**config.mk**
```make
export PLATFORM = sky130hd
export DESIGN_NAME = tap_core
export DESIGN_NICKNAME = d
export VERILOG_FILES = /design/src/rtl/tap_pkg.sv /design/src/rtl/tap_fsm.sv /design/src/rtl/tap_ir.sv /design/src/rtl/tap_dr.sv /design/src/rtl/tap_core.sv
export SDC_FILE = /design/constraint.sdc
export NUM_CORES = 1
export LEC_CHECK = 0
export CORE_MARGIN = 5
export CORE_UTILIZATION = 35
export DETAILED_ROUTE_END_ITERATION = 8
export PLACE_DENSITY = 0.61
export SKIP_LAST_GASP = 1
export SYNTH_ARGS = -nofsm -noshare
export SYNTH_HDL_FRONTEND = slang
export SYNTH_HIERARCHICAL = 1
export SYNTH_SLANG_ARGS = --single-unit
```
**constraint.sdc**
```tcl
create_clock -name tck -period 2.1 [get_ports tck]
set_input_delay 0.42 -clock tck [delete_from_list [all_inputs] [get_ports tck]]
set_output_delay 0.42 -clock tck [all_outputs]
set_load 0.02 [all_outputs]
```
**src/rtl/tap_pkg.sv**
```systemverilog
package tap_pkg;

    localparam int IR_W = 3;

    typedef enum logic [3:0] {
        TS_RESET  = 4'd0,
        TS_IDLE   = 4'd1,
        TS_SEL_DR = 4'd2,
        TS_CAP_DR = 4'd3,
        TS_SHF_DR = 4'd4,
        TS_EX1_DR = 4'd5,
        TS_PAU_DR = 4'd6,
        TS_EX2_DR = 4'd7,
        TS_UPD_DR = 4'd8,
        TS_SEL_IR = 4'd9,
        TS_CAP_IR = 4'd10,
        TS_SHF_IR = 4'd11,
        TS_EX1_IR = 4'd12,
        TS_PAU_IR = 4'd13,
        TS_EX2_IR = 4'd14,
        TS_UPD_IR = 4'd15
    } tap_state_e;

    typedef enum logic [1:0] {
        DRS_BYP = 2'd0,
        DRS_ID  = 2'd1,
        DRS_BND = 2'd2
    } dr_sel_e;

    localparam logic [IR_W-1:0] OP_HIZ_SAMPLE = 3'b000;
    localparam logic [IR_W-1:0] OP_IDENT      = 3'b001;
    localparam logic [IR_W-1:0] OP_SAMPLE_Z   = 3'b010;
    localparam logic [IR_W-1:0] OP_SAMPLE     = 3'b100;
    localparam logic [IR_W-1:0] OP_BYPASS     = 3'b111;
    localparam logic [IR_W-1:0] IR_CAPTURE    = 3'b001;

endpackage

```
**src/rtl/tap_fsm.sv**
```systemverilog
module tap_fsm
    import tap_pkg::*;
(
    input  logic       tck,
    input  logic       por_n,
    input  logic       tms_i,
    output tap_state_e state_o
);

    tap_state_e state_d, state_q;

    always_comb begin
        state_d = state_q;
        unique case (state_q)
            TS_RESET:  state_d = tms_i ? TS_RESET  : TS_IDLE;
            TS_IDLE:   state_d = tms_i ? TS_SEL_DR : TS_IDLE;
            TS_SEL_DR: state_d = tms_i ? TS_SEL_IR : TS_CAP_DR;
            TS_CAP_DR: state_d = tms_i ? TS_EX1_DR : TS_SHF_DR;
            TS_SHF_DR: state_d = tms_i ? TS_EX1_DR : TS_SHF_DR;
            TS_EX1_DR: state_d = tms_i ? TS_UPD_DR : TS_PAU_DR;
            TS_PAU_DR: state_d = tms_i ? TS_EX2_DR : TS_PAU_DR;
            TS_EX2_DR: state_d = tms_i ? TS_UPD_DR : TS_SHF_DR;
            TS_UPD_DR: state_d = tms_i ? TS_SEL_DR : TS_IDLE;
            TS_SEL_IR: state_d = tms_i ? TS_RESET  : TS_CAP_IR;
            TS_CAP_IR: state_d = tms_i ? TS_EX1_IR : TS_SHF_IR;
            TS_SHF_IR: state_d = tms_i ? TS_EX1_IR : TS_SHF_IR;
            TS_EX1_IR: state_d = tms_i ? TS_UPD_IR : TS_PAU_IR;
            TS_PAU_IR: state_d = tms_i ? TS_EX2_IR : TS_PAU_IR;
            TS_EX2_IR: state_d = tms_i ? TS_UPD_IR : TS_SHF_IR;
            TS_UPD_IR: state_d = tms_i ? TS_SEL_DR : TS_IDLE;
            default:   state_d = TS_RESET;
        endcase
    end

    always_ff @(posedge tck or negedge por_n) begin
        if (!por_n) state_q <= TS_RESET;
        else        state_q <= state_d;
    end

    assign state_o = state_q;

endmodule

```
**src/rtl/tap_ir.sv**
```systemverilog
module tap_ir
    import tap_pkg::*;
(
    input  logic            tck,
    input  logic            por_n,
    input  logic            tdi_i,
    input  tap_state_e      state_i,
    output logic [IR_W-1:0] ir_cur_o,
    output logic [IR_W-1:0] ir_shift_o,
    output dr_sel_e         dr_sel_o,
    output logic            hiz_o
);

    typedef struct packed {
        logic [IR_W-1:0] shf;
        logic [IR_W-1:0] cur;
    } ir_regs_t;

    ir_regs_t r_d, r_q;

    always_comb begin
        r_d = r_q;
        unique case (state_i)
            TS_RESET:  r_d.cur = OP_IDENT;
            TS_CAP_IR: r_d.shf = IR_CAPTURE;
            TS_SHF_IR: r_d.shf = {tdi_i, r_q.shf[IR_W-1:1]};
            TS_UPD_IR: r_d.cur = r_q.shf;
            default:   r_d = r_q;
        endcase
    end

    always_ff @(posedge tck or negedge por_n) begin
        if (!por_n) begin
            r_q.shf <= IR_CAPTURE;
            r_q.cur <= OP_IDENT;
        end else begin
            r_q <= r_d;
        end
    end

    always_comb begin
        unique case (r_q.cur)
            OP_IDENT:                            dr_sel_o = DRS_ID;
            OP_HIZ_SAMPLE, OP_SAMPLE_Z, OP_SAMPLE: dr_sel_o = DRS_BND;
            default:                             dr_sel_o = DRS_BYP;
        endcase
    end

    assign hiz_o      = (r_q.cur == OP_HIZ_SAMPLE) || (r_q.cur == OP_SAMPLE_Z);
    assign ir_cur_o   = r_q.cur;
    assign ir_shift_o = r_q.shf;

endmodule

```
**src/rtl/tap_dr.sv**
```systemverilog
module tap_dr
    import tap_pkg::*;
#(
    parameter int          BSR_LEN  = 107,
    parameter logic [31:0] ID_VALUE = 32'h0000_0021
) (
    input  logic               tck,
    input  logic               por_n,
    input  logic               tdi_i,
    input  tap_state_e         state_i,
    input  dr_sel_e            dr_sel_i,
    input  logic [BSR_LEN-1:0] pin_vals_i,
    output logic               dr_out_o,
    output logic               byp_o
);

    localparam int ID_W = 32;

    typedef struct packed {
        logic               byp;
        logic [ID_W-1:0]    id;
        logic [BSR_LEN-1:0] bnd;
    } dr_regs_t;

    dr_regs_t r_d, r_q;
    logic [BSR_LEN-1:0] bnd_shifted;

    generate
        if (BSR_LEN > 1) begin : g_bnd_long
            assign bnd_shifted = {tdi_i, r_q.bnd[BSR_LEN-1:1]};
        end else begin : g_bnd_one
            assign bnd_shifted = tdi_i;
        end
    endgenerate

    always_comb begin
        r_d = r_q;
        if (state_i == TS_CAP_DR) begin
            unique case (dr_sel_i)
                DRS_ID:  r_d.id  = ID_VALUE;
                DRS_BND: r_d.bnd = pin_vals_i;
                default: r_d.byp = 1'b0;
            endcase
        end else if (state_i == TS_SHF_DR) begin
            unique case (dr_sel_i)
                DRS_ID:  r_d.id  = {tdi_i, r_q.id[ID_W-1:1]};
                DRS_BND: r_d.bnd = bnd_shifted;
                default: r_d.byp = tdi_i;
            endcase
        end
    end

    always_ff @(posedge tck or negedge por_n) begin
        if (!por_n) begin
            r_q.byp <= 1'b0;
            r_q.id  <= ID_VALUE;
            r_q.bnd <= '0;
        end else begin
            r_q <= r_d;
        end
    end

    always_comb begin
        unique case (dr_sel_i)
            DRS_ID:  dr_out_o = r_q.id[0];
            DRS_BND: dr_out_o = r_q.bnd[0];
            default: dr_out_o = r_q.byp;
        endcase
    end

    assign byp_o = r_q.byp;

endmodule

```
**src/rtl/tap_core.sv**
```systemverilog
module tap_core
    import tap_pkg::*;
#(
    parameter int          BSR_LEN   = 107,
    parameter logic [3:0]  ID_REV    = 4'h0,
    parameter logic [15:0] ID_PART   = 16'h0A5C,
    parameter logic [10:0] ID_VENDOR = 11'b00000010000
) (
    input  logic               tck,
    input  logic               por_n,
    input  logic               tms_i,
    input  logic               tdi_i,
    input  logic [BSR_LEN-1:0] pin_vals_i,
    output logic               tdo_o,
    output logic               tdo_oe_o,
    output logic               out_hiz_o
);

    localparam logic [31:0] ID_VALUE = {ID_REV, ID_PART, ID_VENDOR, 1'b1};

    tap_state_e      fsm_state;
    logic [IR_W-1:0] ir_cur;
    logic [IR_W-1:0] ir_shift;
    dr_sel_e         dr_sel;
    logic            dr_out;
    logic            byp_bit;

    tap_fsm u_fsm (
        .tck     (tck),
        .por_n   (por_n),
        .tms_i   (tms_i),
        .state_o (fsm_state)
    );

    tap_ir u_ir (
        .tck        (tck),
        .por_n      (por_n),
        .tdi_i      (tdi_i),
        .state_i    (fsm_state),
        .ir_cur_o   (ir_cur),
        .ir_shift_o (ir_shift),
        .dr_sel_o   (dr_sel),
        .hiz_o      (out_hiz_o)
    );

    tap_dr #(
        .BSR_LEN  (BSR_LEN),
        .ID_VALUE (ID_VALUE)
    ) u_dr (
        .tck        (tck),
        .por_n      (por_n),
        .tdi_i      (tdi_i),
        .state_i    (fsm_state),
        .dr_sel_i   (dr_sel),
        .pin_vals_i (pin_vals_i),
        .dr_out_o   (dr_out),
        .byp_o      (byp_bit)
    );

    typedef struct packed {
        logic tdo;
        logic oe;
    } out_regs_t;

    out_regs_t o_d, o_q;

    always_comb begin
        o_d     = o_q;
        o_d.oe  = (fsm_state == TS_SHF_DR) || (fsm_state == TS_SHF_IR);
        o_d.tdo = (fsm_state == TS_SHF_IR) ? ir_shift[0] : dr_out;
    end

    always_ff @(negedge tck or negedge por_n) begin
        if (!por_n) o_q <= '0;
        else        o_q <= o_d;
    end

    assign tdo_o    = o_q.tdo;
    assign tdo_oe_o = o_q.oe;

endmodule

```
# Yosys cells after proc, flatten, opt, wreduce, memory -nomap -nowiden
# Cells that the tools add are included.
# totals
register_bits,152
in_bits,111
output_inout_bits,3
word_cells,71
# classes
eq_ne,22
muxes,26
n_reduce_logical,15
# op_table
op,count
$mux W140,2
$mux W107,2
$mux W32,2
$pmux W4 S12,1
$eq A4 B4 Y1 const B,8
$eq A4 B3 Y1 const B,4
$mux W4,4
$pmux W3 S2,2
$eq A4 B2 Y1 const B,2
$mux W1,6
$mux W2,3
$mux W3,2
$reduce_bool A2 Y1,3
$reduce_or A2 Y1,3
$reduce_or A3 Y1,2
$eq A4 B1 Y1 const B,1
$logic_not A4 Y1,1
$ne A2 B2 Y1 const B,2
$pmux W2 S2,1
$reduce_and A2 Y1,2
$eq A3 B1 Y1 const B,1
$eq A3 B2 Y1 const B,1
$eq A3 B3 Y1 const B,1
$logic_not A3 Y1,1
5 further kinds,6

# Logic depth before layout (Yosys ltp)
# depth
word_depth,8
mapped_depth,9
mapped_depth_nobuf,7

# By module
# The synthesis kept the hierarchy.
# modules_own_cells
module,n_inst,cells_each,area_each_um2,seq_area_each_um2
tap_dr,1,479,6757.7,3513.4
tap_fsm,1,37,314.1,100.1
tap_ir,1,32,295.3,152.6
tap_core,1,6,83.8,50.0

==> metrics.txt <==
status=complete, but fails checks; failing checks=negative setup slack; core area=21,020 sq um; Req. time, crit path=1280 ps; WL/cell=around 18 um; first-pass GRT wire length=26,240 um; Placement Cell Area=9170 sq um; Synthesis Warnings=6; Num CTS Buffers=17; Rel. slew slack=0.4365; crit-path cells=inv_2 -> nor3_2 -> inv_1 -> ha_4 -> a22oi_2 -> o21ai_2 -> mux2_4; Min-Delay Path Class=in -> async; Comb pwr share=0.395; Worst-Margin Slew=845.3 ps; clock network power share=0.277; mux cell area share after synthesis=0.3721; Seq cells post-synth=152; largest family of logic cells by synthesized area=multiplexers; Unique masters post-synth=51; xor-xnor portion of the synthesized cell area=0; Clock Skews=about 21 ps; largest net degree at the start of global routing=151; final setup violating endpoints=104; DIE HEIGHT=155.9 um; critical path arrival=1880 ps; area of the mapped netlist=7451 sq um; number of global-route vias before repair=between 5,000 and 6,000; final setup margin=-596.1 ps; CTS tree=yes; DRC=0; DR iter-0 viols=148; io pins=114; R2R Setup Slk=-600 ps; Synth Net Count=667; Starting Density=0.3544; type of origin of the critical path=flop; RSZ-0062 raised after global routing=true; total congestion overflow=0; via/cell ratio=4.843; CTS Buffer Depth=2; die area=24,310 sq um; ant diodes=0; final max-slew violation count=0; Root Driver=clkbuf_16; Worst Hold Slack=144.7 ps; Row Count=53; switching portion of total power=0.2803; compound-cell area share of the yosys netlist=0.02502; First-pass DRT Iterations=4; kind of critical path=reg -> reg; Skew-Pair Late Insertion Delay=410 ps; Post-layout nets=851; Setup Total Neg Slack=-5466 ps; VDD IR-drop max=approximately 620 uV; CP endpoint kind=flop; WL final=18,930 um; hold_buf cts=0; P&R area growth vs syn=52.80%; clk sink count=between 150 and 200; P_int=0.008867 W; Pleak=5.206 nW; Worst path slowest cell=dfstp_2; Seq/Total Area, Yosys=0.5122; IO buf count=113; Reg clk slew, reported paths=60 ps; final hold vios=0; Power Dens Cells=1082 nW/um^2; post-route ant nets=0; reg-to-reg endpoint=tdo_o; die width=155.9 um; Reg-to-Reg Start=u_ir/ir_cur_o[0]; Max H-tree Level=4; Vias=4,969; RD Place Congestion=0.7297; Gate Count Post-Synth=554; final design area excluding fillers=11,380 sq um; P_sw=roughly 0.0035 W; share of cells above drive strength 1=0.5073; Post-Synth Simple-Gate Area=0.04685; DP Wirelength=10,160 um; Post-Synth Adder-Cell Area=0.003359; cells on worst reg2reg path=7; GRT Util Overall=0.1343; Crit Path Max Fanout=3; synthesized area per cell=13.45 sq um; maxcap violations=0; initial antenna violation count=0; CP peak stage delay=550 ps; Seq pwr share=0.327
[cells in the final DEF, fill, tap and decap left out, types with 2 or more instances in the layout]
master and instances:
mux2_4 157, buf_12 18, buf_4 29, buf_16 8, nand2_1 24, a21boi_4 2
dfrtp_2 3, clkbuf_16 31, and2b_2 2, dfrtp_1 137, inv_6 4, o21ai_0 5
nor3b_1 2, nor3_1 2, buf_8 6, buf_6 14, mux2i_1 16, dfstp_2 10
a21oi_1 9, o22ai_1 3, bufinv_16 5, dfrtn_1 2, inv_1 21, nor2_1 19
mux2_2 75, clkinv_4 3, clkdlybuf4s50_1 109
[cells in the mapped netlist, drive strengths merged]
cell type / count / area (sq um)
ha: 2 / 25.02
nor3b: 2 / 15.01
dfrtn: 2 / 50.05
and2: 1 / 6.260
dfstp: 10 / 262.8
nor3: 3 / 15.01
a311oi: 1 / 8.760
nand2b: 1 / 6.260
nor2: 19 / 71.32
a22oi: 1 / 7.510
nand4bb: 1 / 11.26
a2bb2oi: 1 / 8.760
mux2i: 16 / 160.2
or4b: 2 / 23.77
nand2: 24 / 90.09
and3: 2 / 13.77
clkbuf: 4 / 25.02
and2b: 2 / 17.52
or2b: 1 / 7.510
or3: 1 / 11.26
dfrtp: 140 / 3503
mux2: 232 / 2613
or2: 2 / 12.52
a21oi: 10 / 53.80
o31a: 1 / 8.760
o221ai: 1 / 8.760
nand3: 1 / 5.000
a21boi: 3 / 26.28
nand3b: 1 / 7.510
nand4: 1 / 6.260
a211oi: 1 / 7.510
nand4b: 1 / 8.760
buf: 30 / 193.9
o21a: 1 / 7.510
o21ai: 6 / 30.03
inv: 22 / 82.58
o22ai: 3 / 18.77
nor4bb: 1 / 10.01
and3b: 1 / 10.01
[area by class of cell]
type	count	area, sq um
Fill cell	1718	9637
Multi-Input combinational cell	346	3983
Tap cell	275	344.1
Clock inverter	13	216.5
Inverter	22	82.58
Timing Repair Buffer	199	2496
Clock buffer	19	442.9
Sequential cell	152	3820
[registers in the layout, summed over array words and instances, names as in the netlist]
name / flops
u_dr/bnd_shifted: 106
u_dr/r_q: 33
u_fsm/state_o: 4
u_ir/ir_cur_o: 3
u_ir/ir_shift_o: 3
tdo_o: 1
tdo_oe_o: 1
u_dr/byp_o: 1
[worst max-delay path by stage]
stage	start	end	slack [ps]
after detailed placement	u_ir/ir_cur_o[0]	tdo_o	-580
after CTS	u_ir/ir_cur_o[0]	tdo_o	-600
after floorplan	u_ir/ir_cur_o[0]	tdo_o	-490
after global routing	u_ir/ir_cur_o[0]	tdo_o	-670
final	u_ir/ir_cur_o[0]	tdo_o	-600
after global placement	u_ir/ir_cur_o[0]	tdo_o	-540
[through the flow]
step                power [W]  worst slack, ps  cells    util
finish                0.01232           -596.1   1026  0.5416
global route          0.01297           -667.9   1026  0.5416
CTS                   0.01155           -603.7   1008  0.4934
detailed placement   0.007516           -576.0    945  0.4362
global placement     0.007354           -542.6    945  0.4362
floorplan            0.006361           -487.4    554       -
[worst max-delay path: cells and delay by family (launching register included)]
kind            cells  cell delay (ps)
compound gates      2              240
fa+ha+maj           1              170
buf+inv             2              140
flops               1              550
mux                 1              260
simple gates        1              120
[what timing repair did]
action                     4_1_cts  5_1_grt
setup buffers                   23        5
pin swaps                        2        3
gates cloned                     8       15
resized for setup               41      175
setup endpoints to repair       89      127
[routing by layer]
metal	up-vias	part of all wire	global-route usage
li1	2333	-	-
met1	2538	0.47	0.1782
met2	86	0.49	0.2195
met3	12	0.035	0.03162
met4	0	0.0096	0.04043
met5	-	0	0
[cell families (layout without fill, tap and decap cells)]
group,Yosys count,count (layout)
buffers and inverters,56,253
AOI/OAI and AO/OA,29,29
adders and majority gates,2,2
DFF,152,152
and+or+nand+nor,67,67
muxes,248,248
[power by group through the flow]
stage | Combinational [W] | Sequential [W] | Clock, W
2_1_floorplan | 0.00235 | 0.00401 | 0
3_3_place_gp | 0.00334 | 0.00401 | 0
3_5_place_dp | 0.00347 | 0.00405 | 0
4_1_cts | 0.00405 | 0.00400 | 0.00350
5_1_grt | 0.00521 | 0.00411 | 0.00365
6_report | 0.00487 | 0.00403 | 0.00342
No activity file was read; power rests on OpenSTA's default activity.
